===== src/rtl/refsel_pkg.sv =====
package refsel_pkg;
  localparam int REF_COUNT = 3;
  localparam int IDX_W = $clog2(REF_COUNT + 1);
  localparam int MASTER_IDX = 0;
  localparam int SLAVE_IDX = 1;
  localparam int STANDBY_IDX = 2;

  typedef struct packed {
    logic             holdStb;
    logic             loadStb;
    logic [IDX_W-1:0] idx;
  } selStrobe_t;
endpackage


===== src/rtl/refsel_scan.sv =====
module refsel_scan #(
  parameter int NUM = 3,
  parameter int PW = 4,
  localparam int IW = $clog2(NUM + 1)
) (
  input  logic [NUM-1:0]    valid,
  input  logic [NUM*PW-1:0] prio,
  output logic              anyOk,
  output logic [IW-1:0]     bestIdx
);
  logic [PW-1:0] bestPrio;

  always_comb begin
    anyOk = 1'b0;
    bestIdx = '0;
    bestPrio = '1;
    for (int i = 0; i < NUM; i++) begin
      if (valid[i] && (prio[i*PW +: PW] != '0) &&
          (!anyOk || (prio[i*PW +: PW] < bestPrio))) begin
        anyOk = 1'b1;
        bestIdx = IW'(i);
        bestPrio = prio[i*PW +: PW];
      end
    end
  end
endmodule


===== src/rtl/refsel_ctrl.sv =====
module refsel_ctrl
  import refsel_pkg::*;
(
  input  logic                 clk,
  input  logic                 rstN,
  input  logic [REF_COUNT-1:0] srcValid,
  input  logic                 cfgForceEn,
  input  logic [IDX_W-1:0]     cfgForceSel,
  input  logic                 pinFastEn,
  input  logic                 pinSlave,
  input  logic                 autoOk,
  input  logic [IDX_W-1:0]     autoIdx,
  output selStrobe_t           strobe
);
  logic             prefValid;
  logic             otherValid;
  logic [IDX_W-1:0] prefIdx;
  logic [IDX_W-1:0] otherIdx;

  assign prefIdx = pinSlave ? IDX_W'(SLAVE_IDX) : IDX_W'(MASTER_IDX);
  assign otherIdx = pinSlave ? IDX_W'(MASTER_IDX) : IDX_W'(SLAVE_IDX);
  assign prefValid = srcValid[prefIdx];
  assign otherValid = srcValid[otherIdx];

  always_comb begin
    strobe = '0;
    if (cfgForceEn) begin
      if (cfgForceSel < IDX_W'(REF_COUNT)) begin
        strobe.loadStb = 1'b1;
        strobe.idx = cfgForceSel;
      end else begin
        strobe.holdStb = 1'b1;
      end
    end else if (pinFastEn) begin
      if (prefValid) begin
        strobe.loadStb = 1'b1;
        strobe.idx = prefIdx;
      end else if (otherValid) begin
        strobe.loadStb = 1'b1;
        strobe.idx = otherIdx;
      end else if (srcValid[STANDBY_IDX]) begin
        strobe.loadStb = 1'b1;
        strobe.idx = IDX_W'(STANDBY_IDX);
      end else begin
        strobe.holdStb = 1'b1;
      end
    end else if (autoOk) begin
      strobe.loadStb = 1'b1;
      strobe.idx = autoIdx;
    end else begin
      strobe.holdStb = 1'b1;
    end
  end

  // every cycle carries exactly one decision, so selection is always re-evaluated
  assert_one_decision_R5: assert property (@(posedge clk) disable iff (!rstN)
    $countones({strobe.holdStb, strobe.loadStb}) == 1);

  // with the pin active and no valid input at all, only holdover may be requested
  assert_pin_empty_R7: assert property (@(posedge clk) disable iff (!rstN)
    (!cfgForceEn && pinFastEn && (srcValid == '0)) |-> strobe.holdStb);
endmodule


===== src/rtl/refsel_dp.sv =====
module refsel_dp
  import refsel_pkg::*;
(
  input  logic             clk,
  input  logic             rstN,
  input  selStrobe_t       strobe,
  output logic [IDX_W-1:0] selIdx,
  output logic             holdover,
  output logic             selChange
);
  always_ff @(posedge clk) begin
    if (!rstN) begin
      selIdx <= '0;
      holdover <= 1'b1;
      selChange <= 1'b0;
    end else begin
      selChange <= (strobe.holdStb && !holdover) ||
                   (strobe.loadStb && (holdover || (strobe.idx != selIdx)));
      if (strobe.holdStb) begin
        holdover <= 1'b1;
      end else if (strobe.loadStb) begin
        holdover <= 1'b0;
        selIdx <= strobe.idx;
      end
    end
  end

  // no pulse while the published selection is unchanged
  assert_pulse_quiet_R8: assert property (@(posedge clk) disable iff (!rstN)
    ($stable(selIdx) && $stable(holdover)) |-> !selChange);

  // a change of holdover state always raises the pulse
  assert_pulse_on_hold_R8: assert property (@(posedge clk) disable iff (!rstN)
    (holdover != $past(holdover)) |-> selChange);

  // the index is frozen while holdover persists
  assert_hold_keeps_idx_R4: assert property (@(posedge clk) disable iff (!rstN)
    ($past(holdover) && holdover) |-> $stable(selIdx));

  // the published index always names a real input
  assert_idx_range_R6: assert property (@(posedge clk) disable iff (!rstN)
    selIdx < IDX_W'(REF_COUNT));
endmodule


===== src/rtl/refsel_top.sv =====
module refsel_top
  import refsel_pkg::*;
#(
  parameter int PRIO_W = 4,
  localparam int TBL_W = REF_COUNT * PRIO_W
) (
  input  logic                 clk,
  input  logic                 rstN,
  input  logic [REF_COUNT-1:0] srcValid,
  input  logic [TBL_W-1:0]     prioTable,
  input  logic                 cfgForceEn,
  input  logic [IDX_W-1:0]     cfgForceSel,
  input  logic                 pinFastEn,
  input  logic                 pinSlave,
  output logic [IDX_W-1:0]     selIdx,
  output logic                 holdover,
  output logic                 selChange
);
  logic             autoOk;
  logic [IDX_W-1:0] autoIdx;
  selStrobe_t       strobe;

  refsel_scan #(.NUM(REF_COUNT), .PW(PRIO_W)) scan_i (
    .valid(srcValid), .prio(prioTable), .anyOk(autoOk), .bestIdx(autoIdx)
  );

  refsel_ctrl ctrl_i (
    .clk(clk), .rstN(rstN), .srcValid(srcValid), .cfgForceEn(cfgForceEn),
    .cfgForceSel(cfgForceSel), .pinFastEn(pinFastEn), .pinSlave(pinSlave),
    .autoOk(autoOk), .autoIdx(autoIdx), .strobe(strobe)
  );

  refsel_dp dp_i (
    .clk(clk), .rstN(rstN), .strobe(strobe), .selIdx(selIdx),
    .holdover(holdover), .selChange(selChange)
  );

  // automatic mode with nothing valid ends in holdover
  assert_none_valid_hold_R4: assert property (@(posedge clk) disable iff (!rstN)
    (!cfgForceEn && !pinFastEn && (srcValid == '0)) |=> holdover);

  // a register force of a real index is obeyed on the next cycle
  assert_force_src_R6: assert property (@(posedge clk) disable iff (!rstN)
    (cfgForceEn && (cfgForceSel != 2'd3)) |=> (!holdover && (selIdx == $past(cfgForceSel))));

  // a valid master chosen by the pin is selected on the next cycle
  assert_pin_master_R7: assert property (@(posedge clk) disable iff (!rstN)
    (!cfgForceEn && pinFastEn && !pinSlave && srcValid[0]) |=> (!holdover && (selIdx == 2'd0)));
endmodule


===== config.mk =====
export PLATFORM = sky130hd
export DESIGN_NAME = refsel_top
export DESIGN_NICKNAME = d
export VERILOG_FILES = /design/src/rtl/refsel_pkg.sv /design/src/rtl/refsel_scan.sv /design/src/rtl/refsel_ctrl.sv /design/src/rtl/refsel_dp.sv /design/src/rtl/refsel_top.sv
export SDC_FILE = /design/constraint.sdc
export NUM_CORES = 1
export LEC_CHECK = 0
export ABC_CLOCK_PERIOD_IN_PS = 3800
export CAP_MARGIN = 0
export CORE_AREA = 5 5 42 44
export CTS_CLUSTER_DIAMETER = 30
export DETAILED_ROUTE_END_ITERATION = 6
export DIE_AREA = 0 0 47 49
export DONT_BUFFER_PORTS = 1
export GPL_TIMING_DRIVEN = 1
export PLACE_DENSITY = 0.7
export SLEW_MARGIN = 20
export SYNTH_ARGS = -nofsm -noshare
export SYNTH_HDL_FRONTEND = slang
export SYNTH_SLANG_ARGS = --single-unit

===== constraint.sdc =====
create_clock -name clk -period 3.8 [get_ports clk]
set_input_delay 0.38 -clock clk [delete_from_list [all_inputs] [get_ports clk]]
set_output_delay 0.38 -clock clk [all_outputs]
set_load 0.02 [all_outputs]

* Yosys cells after proc, flatten, opt, wreduce, memory -nomap -nowiden *
Index checks and enable logic that the tools add are counted.

word-level totals
  register bits = 4
  output and inout bits = 4
  input port bits = 22
  word-level logic and storage cells = 55

cells by class
  equality and inequality tests = 1
  magnitude comparators = 5
  reductions and logical operators = 19
  bitwise operators = 2
  multiplexer cells = 25

operators with widths
  cell                number
  $mux 4              4
  $mux 3              5
  $mux 1              13
  $reduce_bool 4->1   3
  $lt 4x4->1          2
  $logic_and 1x1->1   7
  $lt 2x3->1 const B  2
  $bmux 1 s2          2
  $logic_or 1x1->1    4
  $logic_not 1->1     3
  $lt 2x2->1 const B  1
  $mux 2              1
  $ne 2x2->1          1
  $not 1->1           2
  $reduce_and 2->1    1
  $reduce_or 2->1     1

* Logic depth before layout (Yosys ltp) *
  word-level depth = 18
  gate-level depth with buffers = 14

* Modules after synthesis *
From an unflattened synthesis, not the netlist that was laid out.

second synthesis, totals
  cell total of the unflattened synthesis = 70
  area, all modules = 624.3 um2

by module, submodules not included
  module       sequential area each (um2)  times used  cells an instance  area an instance (um2)
  refsel_scan  0.0                         1           37                 336.6
  refsel_dp    80.1                        1           17                 178.9
  refsel_ctrl  0.0                         1           16                 108.9

* Worst setup path before layout *
No wires, ideal clock.

  path kind = in2reg
  start = input port prioTable[3]
  end = register dp_i.selChange
  setup slack = 0.527 ns
  required time = 3.673 ns
  setup time = 0.127 ns
  stages = 14
  arrival = 3.146 ns
  cells stage by stage = o41ai_4 > nor2_1 > ha_1 > o211ai_1 > o21a_1 > o21ba_4 > mux2_1 > ha_1 > a21o_1 > a21oi_1 > a21oi_1 > nand2b_1 > o21ai_0 > a31oi_1

between the ends
  word-level cells in the longest chain between the ends = 18
  elaborated cells on any way between the ends = 26

RTL lines
  element                                               RTL line           RTL
  start: declaration                                    refsel_top.sv:10   input logic [TBL_W-1:0] prioTable,
  $reduce_bool 4->1                                     refsel_scan.sv:18  if (valid[i] && (prio[i*PW +: PW] != '0) &&
  $logic_and 1x1->1                                     refsel_scan.sv:18
  $mux 4 / $mux 1 (equally long branches)               refsel_scan.sv:18
  $lt 4x4->1 / $logic_not 1->1 (equally long branches)  refsel_scan.sv:19  (!anyOk || (prio[i*PW +: PW] < bestPrio))) begin
  $logic_or 1x1->1                                      refsel_scan.sv:19
  $logic_and 1x1->1                                     refsel_scan.sv:18
  $mux 4 / $mux 1 (equally long branches)               refsel_scan.sv:18
  $lt 4x4->1 / $logic_not 1->1 (equally long branches)  refsel_scan.sv:19
  (+2 left out)                                         n/a
  $mux 2 / $mux 1 (equally long branches)               refsel_scan.sv:18
  $mux 3                                                refsel_ctrl.sv:47  end else if (autoOk) begin
  $mux 4 (*)                                            refsel_ctrl.sv:34  end else if (pinFastEn) begin
  $mux 4 (*)                                            refsel_ctrl.sv:27  if (cfgForceEn) begin
  $ne 2x2->1                                            refsel_dp.sv:18    (strobe.loadStb && (holdover || (strobe.idx != selIdx)));
  $logic_or 1x1->1                                      refsel_dp.sv:18
  $logic_and 1x1->1                                     refsel_dp.sv:18
  $logic_or 1x1->1 (*)                                  refsel_dp.sv:17    selChange <= (strobe.holdStb && !holdover) ||
  end signal: assignment                                refsel_dp.sv:17
  end: declaration                                      refsel_dp.sv:9     output logic selChange

Every way passes the cells marked *; elsewhere a longest branch is shown, timed or not.
A chain may end at the register's enable or synchronous reset.

* Worst setup path after layout *
Same ends and word-level chain as after synthesis.

==> results.cfg <==
[synth]
seq_area_frac_synth = 0.130
synthAdderAreaFrac = 0.122
syn-num-nets = 103
yosysWarnings = 0
synthSimpleGateAreaFrac = 0.203
syn_area_sq_um = 616
ys_types = 31
ys_seq_elements = 4
synthXorXnorAreaFrac = 0
synth_compound_area_frac = 0.429
synth_enable_flop_cells = 0
ys.flop_type = dfxtp_1
async_flop_share = 0
syn_avg_cell_area_sq_um = 8.21
synthCells = 75
post_synth_mux_area_share = 0.0732
synth_top_family_by_area = compound AO/OA/AOI/OAI gates

[global_routing]
grt-ovfl-total = 0
grt_max_degree = 8
grt.total_usage = 0.133
grt_pass1_wl_um = 2300
grt_antenna_before_repair = 0
grt_pass1_vias = 564

[critical_path]
cp_cell_sequence = o41ai_4, nor2_1, ha_1, o211ai_1, o21a_1, o21ba_4, mux2_1, ha_1, a21o_1, a21oi_1, a21oi_1, nand2b_1, o21ai_0, a31oi_1
critPathMaxFanout = 4
endpoint_kind = flip-flop
cpPeakStageDelay_ns = 0.40
critPathRequiredTime_ns = 3.91
critical-path-slowest-cell = o41ai_4
crit_type = input port to flip-flop
cp-start-kind = input port
arrival_ns = 3.27

[sta]
slew_violations = 0
clock.fmax_mhz = 317
worst_slew_pin_slew_ns = 0.606
setup_violations = 0
layout_min_cycle_time_ns = 3.16
rsz0062_at_grt = false
hold_violations = 0
fin_setup_tns_ns = 0
relSlewSlack = 0.591
hold_slack_ns = 0.223
fin_skew_ns = 0.00159
timing.final.crit_share = 0.831

[cells_and_area]
diodes = 0
fillers = 157
fin_nets = 109
layout-drive-gt1-share = 0.101
syn_to_final_growth_pct = 8.13
fin_cells = 95

[clocking]
postCtsSetupBuffers = 0
numClockSinks = 4
clk_path_buf_depth = 2
clk_latency_ns = 0.23
cts_hold_buf = 0
cts_tree = built
htreeDepth = 1
postCtsResizedCells = 0
cts_root_buf = clkbuf_4
clk_pin_slew_worst_paths_ns = 0.04
cts-buffers-inserted = 3

[route]
wirelength_um = 1430
vias_per_cell = 6.14
wl_per_cell_um = 15.0
route.antenna.remaining_nets = 0
vias = 583
firstDrtPassIters = 4
drt_iter0_drc = 11
drc_errors = 0

[die]
die_area_sq_um = 2300
fp.dieW_um = 47
die_y_um = 49
num_io_pins = 26
design.core.area_sq_um = 1400
rows = 14
start_util = 0.439

[min_path]
hold_path.class = input port to flip-flop

[power]
ir_drop_v = 0.000184
p_per_area_nw_per_um2 = 244
p_leak_nw = 0.292
power_w = 0.000163

[placed_design]
dp_hpwl_um = 1250
numPortBuffers = 0
placed_cells = 92
place.gp.congestion = 0.763

[run_status]
status = finished, final reports clean

[flow_run]
cap_violations = 0
[per-stage QoR]
stage	util	instance area, sq um	setup WS, ns
floorplan	-	616	0.527
finish	0.475	666	0.641
global placement	0.459	643	0.460
CTS	0.475	666	0.647
global route	0.475	666	0.339
detailed placement	0.459	643	0.418
[worst max-delay path, delay by kind of cell]
family / cells / cell delay, ns
AO/OA/AOI/OAI: 9 / 1.69
adder cells (fa/ha/maj): 2 / 0.58
AND/OR/NAND/NOR: 2 / 0.30
multiplexers: 1 / 0.33
[kinds of logic after synthesis]
kind of cell	Yosys count
compound gates	29
simple gates	25
buf+inv	7
fa+ha+maj	6
mux	4
flops	4
[layout by cell type, fill, tap and decap left out, drive strengths merged, types with 2 or more instances in the layout]
| cell | Yosys | final |
|---|---|---|
| dfxtp | 4 | 4 |
| clkbuf | 0 | 3 |
| nand2 | 6 | 6 |
| inv | 7 | 7 |
| nor2 | 9 | 9 |
| o21ai | 4 | 4 |
| ha | 6 | 6 |
| a21oi | 5 | 5 |
| nor2b | 2 | 2 |
| o311ai | 2 | 2 |
| mux2 | 4 | 4 |
| a31oi | 3 | 3 |
| nand2b | 3 | 3 |
| o41ai | 3 | 3 |
[routing by layer]
layer	share of wire	up-vias	global-route usage
li1	-	300	-
met1	0.43	262	0.179
met2	0.46	19	0.188
met3	0.10	2	0.0443
met4	0.0098	0	0.0553
met5	0	-	0
[worst paths after layout]
| kind | start | to | slack, ns | cells past startpoint |
|---|---|---|---|---|
| worst min-delay path | rstN | dp_i.holdover | 0.22 | 1 |
| worst max-delay path | prioTable[3] | dp_i.selChange | 0.64 | 14 |
| worst min register to register | dp_i.selIdx[0] | dp_i.selIdx[0] | 0.61 | 2 |
| worst max register to register | dp_i.selIdx[1] | dp_i.selChange | 2.45 | 4 |
[power by group]
| group | internal (W) | leakage (nW) | switching (W) | total [W] |
|---|---|---|---|---|
| registers | 0.0000461 | 0.0333 | 0.00000817 | 0.0000542 |
| clock network | 0.0000353 | 0.0138 | 0.0000167 | 0.0000520 |
| logic | 0.0000284 | 0.245 | 0.0000279 | 0.0000563 |
[synthesized netlist by cell type, drive strengths merged, types with 2 or more instances]
cell    number  area (sq um)
a31oi        3          18.8
inv          7          26.3
dfxtp        4          80.1
o21ai        4          20.0
nand2        6          22.5
a21oi        5          25.0
nor2         9          33.8
o41ai        3          63.8
nand2b       3          18.8
mux2         4          45.0
ha           6          75.1
nor2b        2          12.5
o311ai       2          17.5
[flip-flops by register name, summed over array words and instances, names as in the netlist]
| signal | cells |
|---|---|
| dp_i.holdover | 1 |
| dp_i.selChange | 1 |
| dp_i.selIdx | 2 |
[layout make-up]
cell class,instances,area (sq um),area share
Clock buffer,3,22.5,0.0338
Multi-Input combinational cell,64,509,0.765
Tap cell,16,20.0,0.0301
Inverter,7,26.3,0.0395
Timing Repair Buffer,1,7.51,0.0113
Sequential cell,4,80.1,0.120
(Power assumes the default switching activity.)
